## src/rtl/rtcs_pkg.sv

```systemverilog
package rtcs_pkg;
    localparam int BYTE_W      = 8;
    localparam int RAM_DEPTH   = 32;
    localparam int ADDR_W      = $clog2(RAM_DEPTH);
    localparam int CMD_BITS    = 8;
    localparam int FRAME_BITS  = 16;
    localparam int PH_W        = $clog2(FRAME_BITS + 1);
    localparam int TIME_W      = 7;
    localparam int TIME_FIELDS = 6;

    typedef struct packed {
        logic [PH_W-1:0]   phase;
        logic [BYTE_W-1:0] cmd;
        logic [BYTE_W-1:0] val;
        logic [BYTE_W-1:0] rd;
        logic              sdo;
        logic              sclk_prev;
    } shift_st_t;

    function automatic logic [BYTE_W-1:0] ram_default(input int idx);
        int mixed;
        mixed = (idx * 29) ^ 8'hA5;
        return BYTE_W'(mixed);
    endfunction

    function automatic logic [BYTE_W-1:0] to_bcd(input logic [TIME_W-1:0] v);
        logic [TIME_W-1:0] tens;
        logic [TIME_W-1:0] ones;
        tens = v / TIME_W'(10);
        ones = v % TIME_W'(10);
        return {tens[3:0], ones[3:0]};
    endfunction
endpackage

```

## src/rtl/rtcs_shifter.sv

```systemverilog
module rtcs_shifter
    import rtcs_pkg::*;
(
    input  logic              clk,
    input  logic              rst_n,
    input  logic              ce_i,
    input  logic              sclk_i,
    input  logic              sdi_i,
    input  logic [BYTE_W-1:0] rd_byte_i,
    output logic [BYTE_W-1:0] cmd_o,
    output logic              commit_o,
    output logic [BYTE_W-1:0] wr_byte_o,
    output logic              sdo_o
);
    localparam logic [PH_W-1:0] PH_CMD_END = PH_W'(CMD_BITS);
    localparam logic [PH_W-1:0] PH_LAST    = PH_W'(FRAME_BITS - 1);
    localparam logic [PH_W-1:0] PH_DONE    = PH_W'(FRAME_BITS);

    shift_st_t q, d;
    logic      fall;
    logic      commit_d;

    always_comb begin
        d        = q;
        commit_d = 1'b0;
        fall     = q.sclk_prev & ~sclk_i;
        d.sclk_prev = sclk_i;
        if (!ce_i) begin
            d.phase = '0;
            d.cmd   = '0;
            d.val   = '0;
            d.rd    = '0;
            d.sdo   = 1'b0;
        end else if (fall && (q.phase < PH_DONE)) begin
            d.phase = q.phase + 1'b1;
            if (q.phase < PH_CMD_END) begin
                d.cmd = {q.cmd[BYTE_W-2:0], sdi_i};
            end else begin
                d.val = {q.val[BYTE_W-2:0], sdi_i};
                if (q.phase == PH_CMD_END) begin
                    d.sdo = rd_byte_i[BYTE_W-1];
                    d.rd  = {rd_byte_i[BYTE_W-2:0], 1'b0};
                end else begin
                    d.sdo = q.rd[BYTE_W-1];
                    d.rd  = {q.rd[BYTE_W-2:0], 1'b0};
                end
                if (q.phase == PH_LAST) begin
                    commit_d = 1'b1;
                end
            end
        end
    end

    always_ff @(posedge clk or negedge rst_n) begin
        if (!rst_n) begin
            q <= '0;
        end else begin
            q <= d;
        end
    end

    assign cmd_o     = q.cmd;
    assign commit_o  = commit_d;
    assign wr_byte_o = {q.val[BYTE_W-2:0], sdi_i};
    assign sdo_o     = q.sdo;

    // deselect abandons the frame on the next cycle
    assert_abort_clears_R1: assert property (@(posedge clk) disable iff (!rst_n)
        !ce_i |=> (q.phase == '0 && !sdo_o && q.cmd == '0));

    // no output bit before the data half of the frame
    assert_quiet_cmd_half_R2: assert property (@(posedge clk) disable iff (!rst_n)
        (q.phase <= PH_CMD_END) |-> !sdo_o);

    // bit position never runs past the end of the frame
    assert_phase_bound_R10: assert property (@(posedge clk) disable iff (!rst_n)
        q.phase <= PH_DONE);

    // finished frame is frozen while still selected
    assert_done_frozen_R10: assert property (@(posedge clk) disable iff (!rst_n)
        (q.phase == PH_DONE && ce_i) |=> (q.phase == PH_DONE && $stable(sdo_o) && !commit_o));
endmodule

```

## src/rtl/rtcs_regs.sv

```systemverilog
module rtcs_regs
    import rtcs_pkg::*;
#(
    parameter logic [BYTE_W-1:0] CTRL_VALUE   = 8'h5A,
    parameter logic [BYTE_W-1:0] STATUS_RESET = 8'h90
) (
    input  logic                               clk,
    input  logic                               rst_n,
    input  logic [BYTE_W-1:0]                  cmd_i,
    input  logic                               commit_i,
    input  logic [BYTE_W-1:0]                  wr_byte_i,
    input  logic [TIME_FIELDS-1:0][TIME_W-1:0] time_i,
    output logic [BYTE_W-1:0]                  rd_byte_o,
    output logic                               irq_o
);
    localparam logic [BYTE_W-1:0] FLAG_MASK = 8'h18;
    localparam logic [BYTE_W-1:0] CMD_CLEAR = 8'hB1;
    localparam logic [BYTE_W-1:0] CMD_STAT  = 8'h30;
    localparam logic [BYTE_W-1:0] CMD_CTRL  = 8'h31;

    typedef struct {
        logic [BYTE_W-1:0] ram [RAM_DEPTH];
        logic [BYTE_W-1:0] status;
    } regs_st_t;

    regs_st_t q, d;
    logic [TIME_FIELDS-1:0][BYTE_W-1:0] bcd;
    logic                               is_write;
    logic [ADDR_W-1:0]                  addr;

    for (genvar g = 0; g < TIME_FIELDS; g++) begin : g_bcd
        assign bcd[g] = to_bcd(time_i[g]);
    end

    assign addr     = cmd_i[ADDR_W-1:0];
    assign is_write = (cmd_i[BYTE_W-1:ADDR_W] == 3'b100);

    always_comb begin
        rd_byte_o = '0;
        if (cmd_i[BYTE_W-1:ADDR_W] == 3'b000) begin
            rd_byte_o = q.ram[addr];
        end else begin
            case (cmd_i)
                8'h20:    rd_byte_o = bcd[0];
                8'h21:    rd_byte_o = bcd[1];
                8'h22:    rd_byte_o = bcd[2];
                8'h24:    rd_byte_o = bcd[3];
                8'h25:    rd_byte_o = bcd[4];
                8'h26:    rd_byte_o = bcd[5];
                CMD_STAT: rd_byte_o = q.status;
                CMD_CTRL: rd_byte_o = CTRL_VALUE;
                default:  rd_byte_o = '0;
            endcase
        end
    end

    always_comb begin
        d = q;
        if (commit_i) begin
            if (is_write) begin
                d.ram[addr] = wr_byte_i;
            end
            if (cmd_i == CMD_CLEAR && wr_byte_i[2]) begin
                d.status = q.status & ~FLAG_MASK;
            end
        end
    end

    always_ff @(posedge clk or negedge rst_n) begin
        if (!rst_n) begin
            for (int i = 0; i < RAM_DEPTH; i++) begin
                q.ram[i] <= ram_default(i);
            end
            q.status <= STATUS_RESET;
        end else begin
            q <= d;
        end
    end

    assign irq_o = |(q.status & FLAG_MASK);

    // status flags can only be cleared, never set
    assert_status_clear_only_R7: assert property (@(posedge clk) disable iff (!rst_n)
        (q.status & ~$past(q.status)) == '0);

    // a clear command with bit 2 set drops the request
    assert_clear_drops_irq_R7: assert property (@(posedge clk) disable iff (!rst_n)
        (commit_i && cmd_i == CMD_CLEAR && wr_byte_i[2]) |=> !irq_o);

    // a committed write lands in the addressed byte
    assert_ram_commit_R4: assert property (@(posedge clk) disable iff (!rst_n)
        (commit_i && is_write) |=> (q.ram[$past(addr)] == $past(wr_byte_i)));
endmodule

```

## src/rtl/rtc_serial_slave.sv

```systemverilog
module rtc_serial_slave
    import rtcs_pkg::*;
#(
    parameter logic [7:0] CTRL_VALUE   = 8'h5A,
    parameter logic [7:0] STATUS_RESET = 8'h90
) (
    input  logic       clk,
    input  logic       rst_n,
    input  logic       ce_i,
    input  logic       sclk_i,
    input  logic       sdi_i,
    input  logic [6:0] sec_i,
    input  logic [6:0] min_i,
    input  logic [6:0] hour_i,
    input  logic [6:0] mday_i,
    input  logic [6:0] month_i,
    input  logic [6:0] year_i,
    output logic       sdo_o,
    output logic       irq_o
);
    logic [BYTE_W-1:0]                  cmd;
    logic [BYTE_W-1:0]                  wr_byte;
    logic [BYTE_W-1:0]                  rd_byte;
    logic                               commit;
    logic [TIME_FIELDS-1:0][TIME_W-1:0] time_bin;

    assign time_bin = {year_i, month_i, mday_i, hour_i, min_i, sec_i};

    rtcs_shifter u_shifter (
        .clk       (clk),
        .rst_n     (rst_n),
        .ce_i      (ce_i),
        .sclk_i    (sclk_i),
        .sdi_i     (sdi_i),
        .rd_byte_i (rd_byte),
        .cmd_o     (cmd),
        .commit_o  (commit),
        .wr_byte_o (wr_byte),
        .sdo_o     (sdo_o)
    );

    rtcs_regs #(
        .CTRL_VALUE   (CTRL_VALUE),
        .STATUS_RESET (STATUS_RESET)
    ) u_regs (
        .clk       (clk),
        .rst_n     (rst_n),
        .cmd_i     (cmd),
        .commit_i  (commit),
        .wr_byte_i (wr_byte),
        .time_i    (time_bin),
        .rd_byte_o (rd_byte),
        .irq_o     (irq_o)
    );
endmodule

```

## config.mk

```make
export PLATFORM = sky130hd
export DESIGN_NAME = rtc_serial_slave
export DESIGN_NICKNAME = d
export VERILOG_FILES = /design/src/rtl/rtcs_pkg.sv /design/src/rtl/rtcs_shifter.sv /design/src/rtl/rtcs_regs.sv /design/src/rtl/rtc_serial_slave.sv
export SDC_FILE = /design/constraint.sdc
export NUM_CORES = 1
export LEC_CHECK = 0
export CAP_MARGIN = 20
export CORE_ASPECT_RATIO = 1.5
export CORE_MARGIN = 1.5
export CORE_UTILIZATION = 66
export DETAILED_ROUTE_END_ITERATION = 6
export PLACE_DENSITY_LB_ADDON = 0.12
export RECOVER_POWER = 25
export REMOVE_ABC_BUFFERS = 1
export SETUP_SLACK_MARGIN = 0.5
export SLEW_MARGIN = 20
export SYNTH_ARGS = -nofsm -noshare
export SYNTH_HDL_FRONTEND = slang
export SYNTH_SLANG_ARGS = --single-unit
```

## constraint.sdc

```tcl
create_clock -name clk -period 5.4 [get_ports clk]
set_input_delay 1.08 -clock clk [delete_from_list [all_inputs] [get_ports clk]]
set_output_delay 1.08 -clock clk [all_outputs]
set_load 0.05 [all_outputs]
```

==> metrics.txt, run 1 <==
outcome=finished, violations left; failing checks=max-capacitance violations, max-slew violations; min-delay worst type=reg -> reg; most frequent cells in the layout=mux2_2, dfrtp_1, dfstp_2; yosys warns=0; 1st-iter DRT viols=570; drc violations=0; DIE WIDTH=about 120 um; flops & latches, synth=286; cell count after placement=1276; RSZ-0062 raised after global routing=false; required time of the critical path=between 5 and 6 ns; Tot GR Track Use=between 20% and 30%; Worst path slowest cell=buf_4; antenna violations before repair=0; Distinct cells, synth=74; clk_skew=between 0.03 and 0.04 ns; Final Max Tran Viols=145; Seq/Total Area, Yosys=between 50% and 60%; First-pass DRT Iterations=6; power density over cell area=~270 mW/mm2; CTS Hold Bufs=0; Post-synth EDFFs=0; Leak Pwr=0.00677 uW; post-synthesis cell count=between 1000 and 1500; Post-CTS Resized=0; non-filler cells, final=~1300; clock latency on the worst-skew pair=around 0.56 ns; # rows=65; CP Max Fanout=43; max cap viols=2; clock tree buffer depth=3; clock sink count=286; Synth Flop Type=dfrtp_1; hold_ws=about 0.49 ns; final setup vio count=0; post-synth top area share=a little over a quarter; Post-DRT Antenna Nets=0; vias per std cell=around 6.6; f_max=approximately 230 MHz; pin count of the biggest net entering global routing=~110; Mean Syn Cell Area=about 14 um2; IO Port Bufs=48; Crit. End Element=flip-flop; Post-synth ARST share=100%; fin crit share=between 80% and 90%; CP Class=reg -> reg; CTS Root Cell=clkbuf_16; Worst-path clk slew=approximately 0.07 ns; setup TNS=0 ns; relative slew slack=-84.9%; diodes inserted=0; starting density of the core=around 68%; I/O pin count=49; gr ovfl total=0; CP Launch Type=flip-flop; global placer's final weighted congestion=a little over 0.9; ratio of cells with drive above 1 in the final layout=52.4%; post-CTS setup buffers=0; H-tree Lvls=1; area delta synth->final=11.1%; CP cell instances=buf_4 -> nand3b_1 -> a2111oi_2 -> a221o_2 -> xnor2_1 -> a222oi_1 -> ha_1 -> a21o_1 -> a21oi_1 -> nor3_1 -> nand2_1 -> a221o_1; peak supply drop=296 uV; vias in the first global route=about 9200; Final Hold Vio Count=0; leading cell type in the layout, fill and taps excluded=mux2_2; Tightest Pin Transition=between 2 and 3 ns; arrival time at the worst endpoint=about 4.9 ns; Detailed Route WL=around 32000 um; Die ar.=about 0.023 mm2; wire per inst=between 20 and 25 um; floorplan core area=0.0212 mm2; Final HPWL DP=20700 um; area leader, netlist=dfrtp_1; global-route wire length before repair=between 50000 and 60000 um; final worst path period need=~4.4 ns; top cells by area, synth=dfrtp_1, dfstp_2, mux2_2; Final nets=about 1100; TritonCTS buffer count=28; CTS tree=done; Die Span Y=between 150 and 200 um; mapped cell area=about 0.014 mm2; routed via count=about 8800; crit-path max cell delay=~0.67 ns
## sequential cells by signal, summed over array words and instances, names as in the netlist
register and cells:
u_shifter.cmd_o 8, u_shifter.q 13, u_shifter.wr_byte_o 7, u_shifter.sdo_o 1, u_regs.q 257
## synthesized netlist by cell type, drive strengths merged, types with 2 or more instances
library cell,number
clkbuf,48
nor2,18
and3,3
a21boi,17
a211o,4
nand4,4
nor2b,6
nor3,7
o311ai,2
buf,27
xnor2,5
o2bb2ai,6
nand4b,2
a2111oi,6
dfrtp,155
a31oi,5
a221o,3
inv,6
o31ai,4
nor3b,3
a221oi,3
nand2b,6
dfstp,131
a311oi,2
a21oi,15
ha,4
a211oi,5
and2,7
mux4,78
mux2,258
nand3b,11
o21ai,9
nand2,95
a22oi,4
or3,7
mux2i,15
nand3,14
## per-layer routing
layer / up-vias / GRT usage, % / part of all wire (%)
li1: 3839 / - / -
met1: 4621 / 38.9 / 40
met2: 262 / 50.2 / 51
met3: 87 / 3.50 / 4.7
met4: 0 / 12.6 / 4.2
met5: - / 0 / 0
## worst paths after layout
kind	start	end	slack, ns	cells past startpoint
worst min register to register	u_regs.q[4]	u_regs.q[4]	0.49	1
worst max register to register	u_shifter.cmd_o[0]	u_shifter.q[5]	0.98	12
max in group asynchronous	rst_n	u_regs.q[25]	1.32	2
worst min-delay path	u_regs.q[4]	u_regs.q[4]	0.49	1
worst max-delay path	u_shifter.cmd_o[0]	u_shifter.q[5]	0.98	12
min in group asynchronous	rst_n	u_shifter.q[0]	1.41	1
## report_power, final
part	internal, uW	total [uW]	switching, uW
Clock	1160	1980	822
Combinational	73.4	189	115
Sequential	2150	2150	3.55
## area by class of cell
| class | instances | area, um2 |
|---|---|---|
| well taps | 268 | 335 |
| repair buffers | 67 | 627 |
| fillers | 1329 | 5290 |
| flip-flops and latches | 286 | 7330 |
| clock inverters | 9 | 113 |
| multi-input cells | 649 | 6680 |
| clock buffers | 42 | 833 |
| inverters | 6 | 22.5 |
## kinds of logic (layout without fill, tap and decap cells)
group	Yosys count	after routing	synth area share, %
and+or+nand+nor	187	187	6.47
adders and majority gates	5	5	0.418
AOI/OAI and AO/OA	101	101	5.79
buffers and inverters	81	124	2.48
xor gates and xnor gates	5	5	0.305
DFF	286	286	51.0
muxes	351	351	33.5
## critical path: cells and delay by family (launching register included)
family	cells	cell delay (ns)
simple gates	3	0.64
flops	1	0.53
compound gates	6	1.75
fa+ha+maj	1	0.54
xor+xnor	1	0.14
buf+inv	1	0.67
## per-stage QoR
stage                     area, um2  worst slack (ns)  power (uW)  util (%)
after floorplan               14000             -1.18        2270         -
after global placement        15000             0.666        2380      70.7
after detailed placement      15000             0.579        2380      70.7
after CTS                     16000             0.956        4360      75.1
after global routing          15900             0.503        4460      75.1
final                         15900             0.975        4330      75.1
(Power assumes the default switching activity.)
==> run 2: changes to the inputs <==
- CORE_UTILIZATION: 66 -> 62
- clock period: 5.4 -> 4.4 ns (I/O delays scaled with it)
==> run 2 against run 1 <==
Against the previous run: critical path depth stayed put; sequential power is 23% higher; total power is 19% higher; combinational power is 31% higher; highest routed layer unchanged; fmax is 17% higher; die area is 6.3% higher; the run still ends with max-capacitance violations, max-slew violations left; first-iteration DRC count is 10% lower.
==> metrics.txt, run 2 (synthesis gave the netlist of run 1 again) <==
TritonCTS buffer count=27 (was 28); Die ar.=0.0241 mm2 (was 0.0227 mm2); area occupied by multi-input gates=0.00671 mm2 (was 0.00668 mm2); Sequential cell area=0.00734 mm2 (was 0.00733 mm2); diodes inserted=0 (unchanged); final setup vio count=0 (unchanged); area delta synth->final=12.4% (was 11.1%); CTS tree=done (unchanged); fillers=1568 (was 1329); max FFs per register=257 (unchanged); fin crit share=85.6% (was 81.9%); I/O pin count=49 (unchanged); global placer's final weighted congestion=0.920 (was 0.933); R2R cell count=12 (unchanged); CTS Hold Bufs=0 (unchanged); H-tree Lvls=1 (unchanged); pre-CTS WS=0.177 ns (was 0.579 ns); CP Class=reg -> reg (unchanged); RSZ-0062 raised after global routing=false (unchanged); Leak Pwr=0.00687 uW (was 0.00677 uW); power density over cell area=320 mW/mm2 (was 271 mW/mm2); CP startpoint=u_shifter.cmd_o[3] (was u_shifter.cmd_o[0]); global-route wire length before repair=52400 um (was 51300 um); clock tree buffer depth=3 (unchanged); clock sink count=286 (unchanged); gr ovfl total=0 (unchanged); Tot GR Track Use=28.4% (was 29.7%); CTS Root Cell=clkbuf_16 (unchanged); Hold Crit Endpoint=u_regs.q[4] (unchanged); pin count of the biggest net entering global routing=116 (was 112); reg-to-reg endpoint=u_shifter.q[5] (unchanged); Final nets=1114 (was 1089); starting density of the core=62.7% (was 67.6%); outcome=finished, violations left (unchanged); hold_ws=0.490 ns (was 0.494 ns); max cap viols=1 (was 2); Worst-path clk slew=0.07 ns (about the same); final worst path period need=3.77 ns (was 4.42 ns); arrival time at the worst endpoint=4.19 ns (was 4.85 ns); Final Total Pwr=5160 uW (was 4330 uW); IO Port Bufs=48 (unchanged); leading cell type in the layout, fill and taps excluded=mux2_2 (unchanged); Post-DRT Antenna Nets=0 (unchanged); clk_skew=0.0104 ns (was 0.0302 ns); ratio of cells with drive above 1 in the final layout=54.7% (was 52.4%); required time of the critical path=4.82 ns (was 5.83 ns); drc violations=0 (unchanged); CP Launch Type=flip-flop (unchanged); slack of the worst reg-to-reg path=0.63 ns (was 0.98 ns); Final HPWL DP=21900 um (was 20700 um); hold path depth=1 (unchanged); peak supply drop=390 uV (was 296 uV); worst r2r src=u_shifter.cmd_o[3] (was u_shifter.cmd_o[0]); Final Hold Vio Count=0 (unchanged); DIE WIDTH=127 um (was 123 um); min-delay worst type=reg -> reg (unchanged); Final WS setup=0.633 ns (was 0.975 ns); non-filler cells, final=1364 (was 1327); floorplan core area=0.0229 mm2 (was 0.0212 mm2); clock latency on the worst-skew pair=0.54 ns (was 0.56 ns); vias per std cell=6.44 (was 6.64); Final Max Tran Viols=115 (was 145); most frequent cells in the layout=mux2_2, dfrtp_1, dfstp_2 (unchanged); antenna violations before repair=0 (unchanged); Die Span Y=189 um (was 184 um); routed via count=8789 (was 8809); min-delay src=u_regs.q[4] (unchanged); relative slew slack=-86.9% (was -84.9%); f_max=265 MHz (was 226 MHz); failing checks=max-capacitance violations, max-slew violations (unchanged); Detailed Route WL=32800 um (was 32000 um); cell count after placement=1306 (was 1276); Top reg by flops=u_regs.q (unchanged); vias in the first global route=9277 (was 9237); Crit. End Element=flip-flop (unchanged); CP Max Fanout=6 (was 43); # rows=68 (was 65); First-pass DRT Iterations=5 (was 6); 1st-iter DRT viols=512 (was 570); wire per inst=24.0 um (was 24.1 um); Tightest Pin Transition=2.80 ns (was 2.77 ns)
## run 2: cell types whose count changed in the layout (fill, tap and decap cells not counted), moves of 2 or more
| cell | before | now |
|---|---|---|
| clkbuf_1 | 7 | 2 |
| dfrtp_1 | 148 | 145 |
| buf_4 | 17 | 44 |
| clkinv_4 | 1 | 3 |
| clkinv_2 | 4 | 7 |
| bufinv_16 | 2 | 0 |
| dfrtp_2 | 5 | 8 |
## run 2: area by class of cell
type / instances / area share (%)
clock inverters: 12 / 0.481
flip-flops and latches: 286 / 45.5
repair buffers: 93 / 5.12
multi-input cells: 649 / 41.6
clock buffers: 38 / 5.00
inverters: 6 / 0.140
well taps: 280 / 2.17
## run 2: how the worst max path moves through the flow
stage	to
global route	u_shifter.q[5]
finish	u_shifter.q[5]
floorplan	u_shifter.q[5]
CTS	u_shifter.q[5]
detailed placement	u_shifter.q[5]
global placement	u_shifter.q[5]
## run 2: layer usage
metal	global-route usage, %	up-vias	wire length (um)	part of all wire, %
li1	-	3908	-	-
met2	50.3	195	17100	52
met1	36.2	4616	13400	41
met4	9.44	0	1020	3.1
met5	0	-	0	0
met3	3.65	70	1300	4.0
## run 2: report_power, final
group / total [uW] / internal [uW] / switching, uW / leakage, uW
combinational: 247 / 102 / 145 / 0.00293
clock: 2270 / 1280 / 990 / 0.000444
sequential: 2640 / 2640 / 4.24 / 0.00350
total: 5160 / 4020 / 1140 / 0.00687
## run 2: repair_timing
action | in CTS | in global routing
setup buffers | 0 | 8
resized for setup | 0 | 11
setup endpoints to repair | 0 | 3
## run 2: metrics by stage
step	utilization, %	area [um2]	TNS (ns)
2_1_floorplan	-	14000	-11.10
3_3_place_gp	66.2	15200	0
3_5_place_dp	66.2	15200	0
4_1_cts	70.1	16000	0
5_1_grt	70.5	16100	0
6_report	70.5	16100	0
## run 2: worst max-delay path, cell delays in order, from the launching register on
cell and delay, ns:
dfrtp_2 0.46, or4b_4 0.64, a2111oi_4 0.36, a211oi_4 0.11, a211o_4 0.33, xnor2_1 0.15
a222oi_1 0.39, ha_2 0.32, nand2_1 0.07, o2bb2ai_1 0.13, nor3_2 0.24, nand2_2 0.11
a221o_1 0.32
==> run 3: changes to the inputs <==
- CORE_MARGIN: 1.5 -> not set
- CORE_UTILIZATION: 62 -> 45
- CTS_CLUSTER_SIZE: not set -> 8
==> run 3 against run 2 <==
Against the previous run: the run still ends with max-capacitance violations, max-slew violations left; register-to-register slack better by 0.07 ns; flip-flop and latch count stayed put; critical endpoint unchanged; die area is 35% higher; final area is 3.0% higher; clock power is 29% higher; largest power group is now clock.
==> metrics.txt, run 3 (synthesis gave the netlist of run 1 again) <==
outcome=finished, violations left (unchanged); failing checks=max-capacitance violations, max-slew violations (unchanged); Leak Pwr=0.00703 uW (was 0.00687 uW); arrival time at the worst endpoint=4.11 ns (was 4.19 ns); R2R cell count=13 (was 12); hold path depth=1 (unchanged); area delta synth->final=15.8% (was 12.4%); First-pass DRT Iterations=4 (was 5); CTS Hold Bufs=0 (unchanged); Die ar.=0.0326 mm2 (was 0.0241 mm2); required time of the critical path=4.81 ns (was 4.82 ns); vias in the first global route=9470 (was 9277); global placer's final weighted congestion=0.887 (was 0.920); Post-DRT Antenna Nets=0 (unchanged); starting density of the core=45.9% (was 62.7%); vias per std cell=5.84 (was 6.44); 1st-iter DRT viols=419 (was 512); most frequent cells in the layout=mux2_2, dfrtp_1, dfstp_2 (unchanged); # rows=79 (was 68); Finished Cell Area=0.0166 mm2 (was 0.0161 mm2); Sequential cell area=0.00733 mm2 (was 0.00734 mm2); DP Area=0.0154 mm2 (was 0.0152 mm2); clock latency on the worst-skew pair=0.53 ns (was 0.54 ns); routed via count=8853 (was 8789); fin util=53.2% (was 70.5%); wire per inst=24.2 um (was 24.0 um); I/O pin count=49 (unchanged); CP Launch Type=flip-flop (unchanged); leading cell type in the layout, fill and taps excluded=mux2_2 (unchanged); fillers=2712 (was 1568); Final Max Tran Viols=117 (was 115); power density over cell area=350 mW/mm2 (was 320 mW/mm2); pin count of the biggest net entering global routing=118 (was 116); Detailed Route WL=36700 um (was 32800 um); final setup vio count=0 (unchanged); antenna violations before repair=0 (unchanged); peak supply drop=233 uV (was 390 uV); RSZ-0062 raised after global routing=false (unchanged); CP Class=reg -> reg (unchanged); Crit. End Element=flip-flop (unchanged); floorplan core area=0.0312 mm2 (was 0.0229 mm2); Die Span Y=221 um (was 189 um); H-tree Lvls=2 (was 1); pre-CTS WS=0.105 ns (was 0.177 ns); CP Max Fanout=11 (was 6); Worst-path clk slew=0.05 ns (was 0.07 ns); clock sink count=286 (unchanged); clk_skew=0.0185 ns (was 0.0104 ns); min-delay worst type=reg -> reg (unchanged); CTS tree=done (unchanged); IO Port Bufs=48 (unchanged); relative slew slack=-102% (was -86.9%); Final nets=1131 (was 1114); Final Total Pwr=5820 uW (was 5160 uW); CTS Root Cell=clkbuf_16 (unchanged); Tightest Pin Transition=3.04 ns (was 2.80 ns); DIE WIDTH=148 um (was 127 um); area occupied by multi-input gates=0.00670 mm2 (was 0.00671 mm2); diodes inserted=0 (unchanged); max FFs per register=257 (unchanged); Top reg by flops=u_regs.q (unchanged); TritonCTS buffer count=41 (was 27); Tot GR Track Use=23.6% (was 28.4%); Final HPWL DP=23800 um (was 21900 um); clock tree buffer depth=3 (unchanged); final worst path period need=3.70 ns (was 3.77 ns); fin crit share=84.0% (was 85.6%); gr ovfl total=0 (unchanged); global-route wire length before repair=57400 um (was 52400 um); Final WS setup=0.702 ns (was 0.633 ns); drc violations=0 (unchanged); Final Hold Vio Count=0 (unchanged); max cap viols=1 (unchanged); f_max=270 MHz (was 265 MHz); ratio of cells with drive above 1 in the final layout=52.5% (was 54.7%)
-- run 3: cell types whose count changed in the layout (fill, tap and decap cells not counted), sizes merged --
cell,change
clkinvlp,-1
buf,+1
clkbuf,+37
clkinv,-10
clkdlybuf4s50,-1
-- run 3: routing by layer --
layer	GRT usage (%)	share of wire [%]	vias to the layer above
li1	-	-	3943
met2	42.7	53	204
met1	28.0	39	4640
met5	0	0	-
met3	3.24	3.6	66
met4	10.0	3.9	0
-- run 3: critical path, stage by stage (launching register included) --
cell and delay (ns):
dfrtp_2 0.48, or4b_4 0.66, nor2_4 0.21, a211oi_2 0.16, a211o_4 0.40, xnor2_1 0.16
a222oi_1 0.28, buf_4 0.18, ha_2 0.21, nand2_1 0.06, o2bb2ai_1 0.14, nor3_2 0.18
nand2_1 0.12, a221o_1 0.33
-- run 3: stage by stage --
step	setup TNS [ns]	hold WS, ns	cells
detailed placement	0	0.477	1435
global route	0	0.504	1515
global placement	0	0.472	1435
floorplan	-11.10	0.474	941
CTS	0	0.471	1509
finish	0	0.485	1515
-- run 3: final cells by class --
cell class	instances	share of cell area (%)
inverters	6	0.136
repair buffers	96	5.24
flip-flops and latches	286	44.1
clock inverters	1	0.0527
multi-input cells	649	40.3
well taps	405	3.05
clock buffers	72	7.13
-- run 3: final timing paths --
check / from / endpoint / slack, ns
max: u_shifter.cmd_o[6] / u_shifter.q[5] / 0.70
min: u_regs.q[4] / u_regs.q[4] / 0.48
max reg2reg: u_shifter.cmd_o[6] / u_shifter.q[5] / 0.70
min reg2reg: u_regs.q[4] / u_regs.q[4] / 0.48
max in group asynchronous: rst_n / u_shifter.cmd_o[6] / 1.07
min in group asynchronous: rst_n / u_regs.q[11] / 1.32
-- run 3: report_power, final --
| part | switching, uW | internal, uW | total (uW) |
|---|---|---|---|
| combinational | 149 | 101 | 250 |
| clock | 1110 | 1800 | 2920 |
| sequential | 3.88 | 2640 | 2650 |
| total | 1270 | 4550 | 5820 |
-- run 3: repair_timing --
action	in CTS	in global routing
gates cloned	0	0
pin swaps	1	4
setup endpoints to repair	1	3
gates resized for setup	1	6
setup buffers	1	6
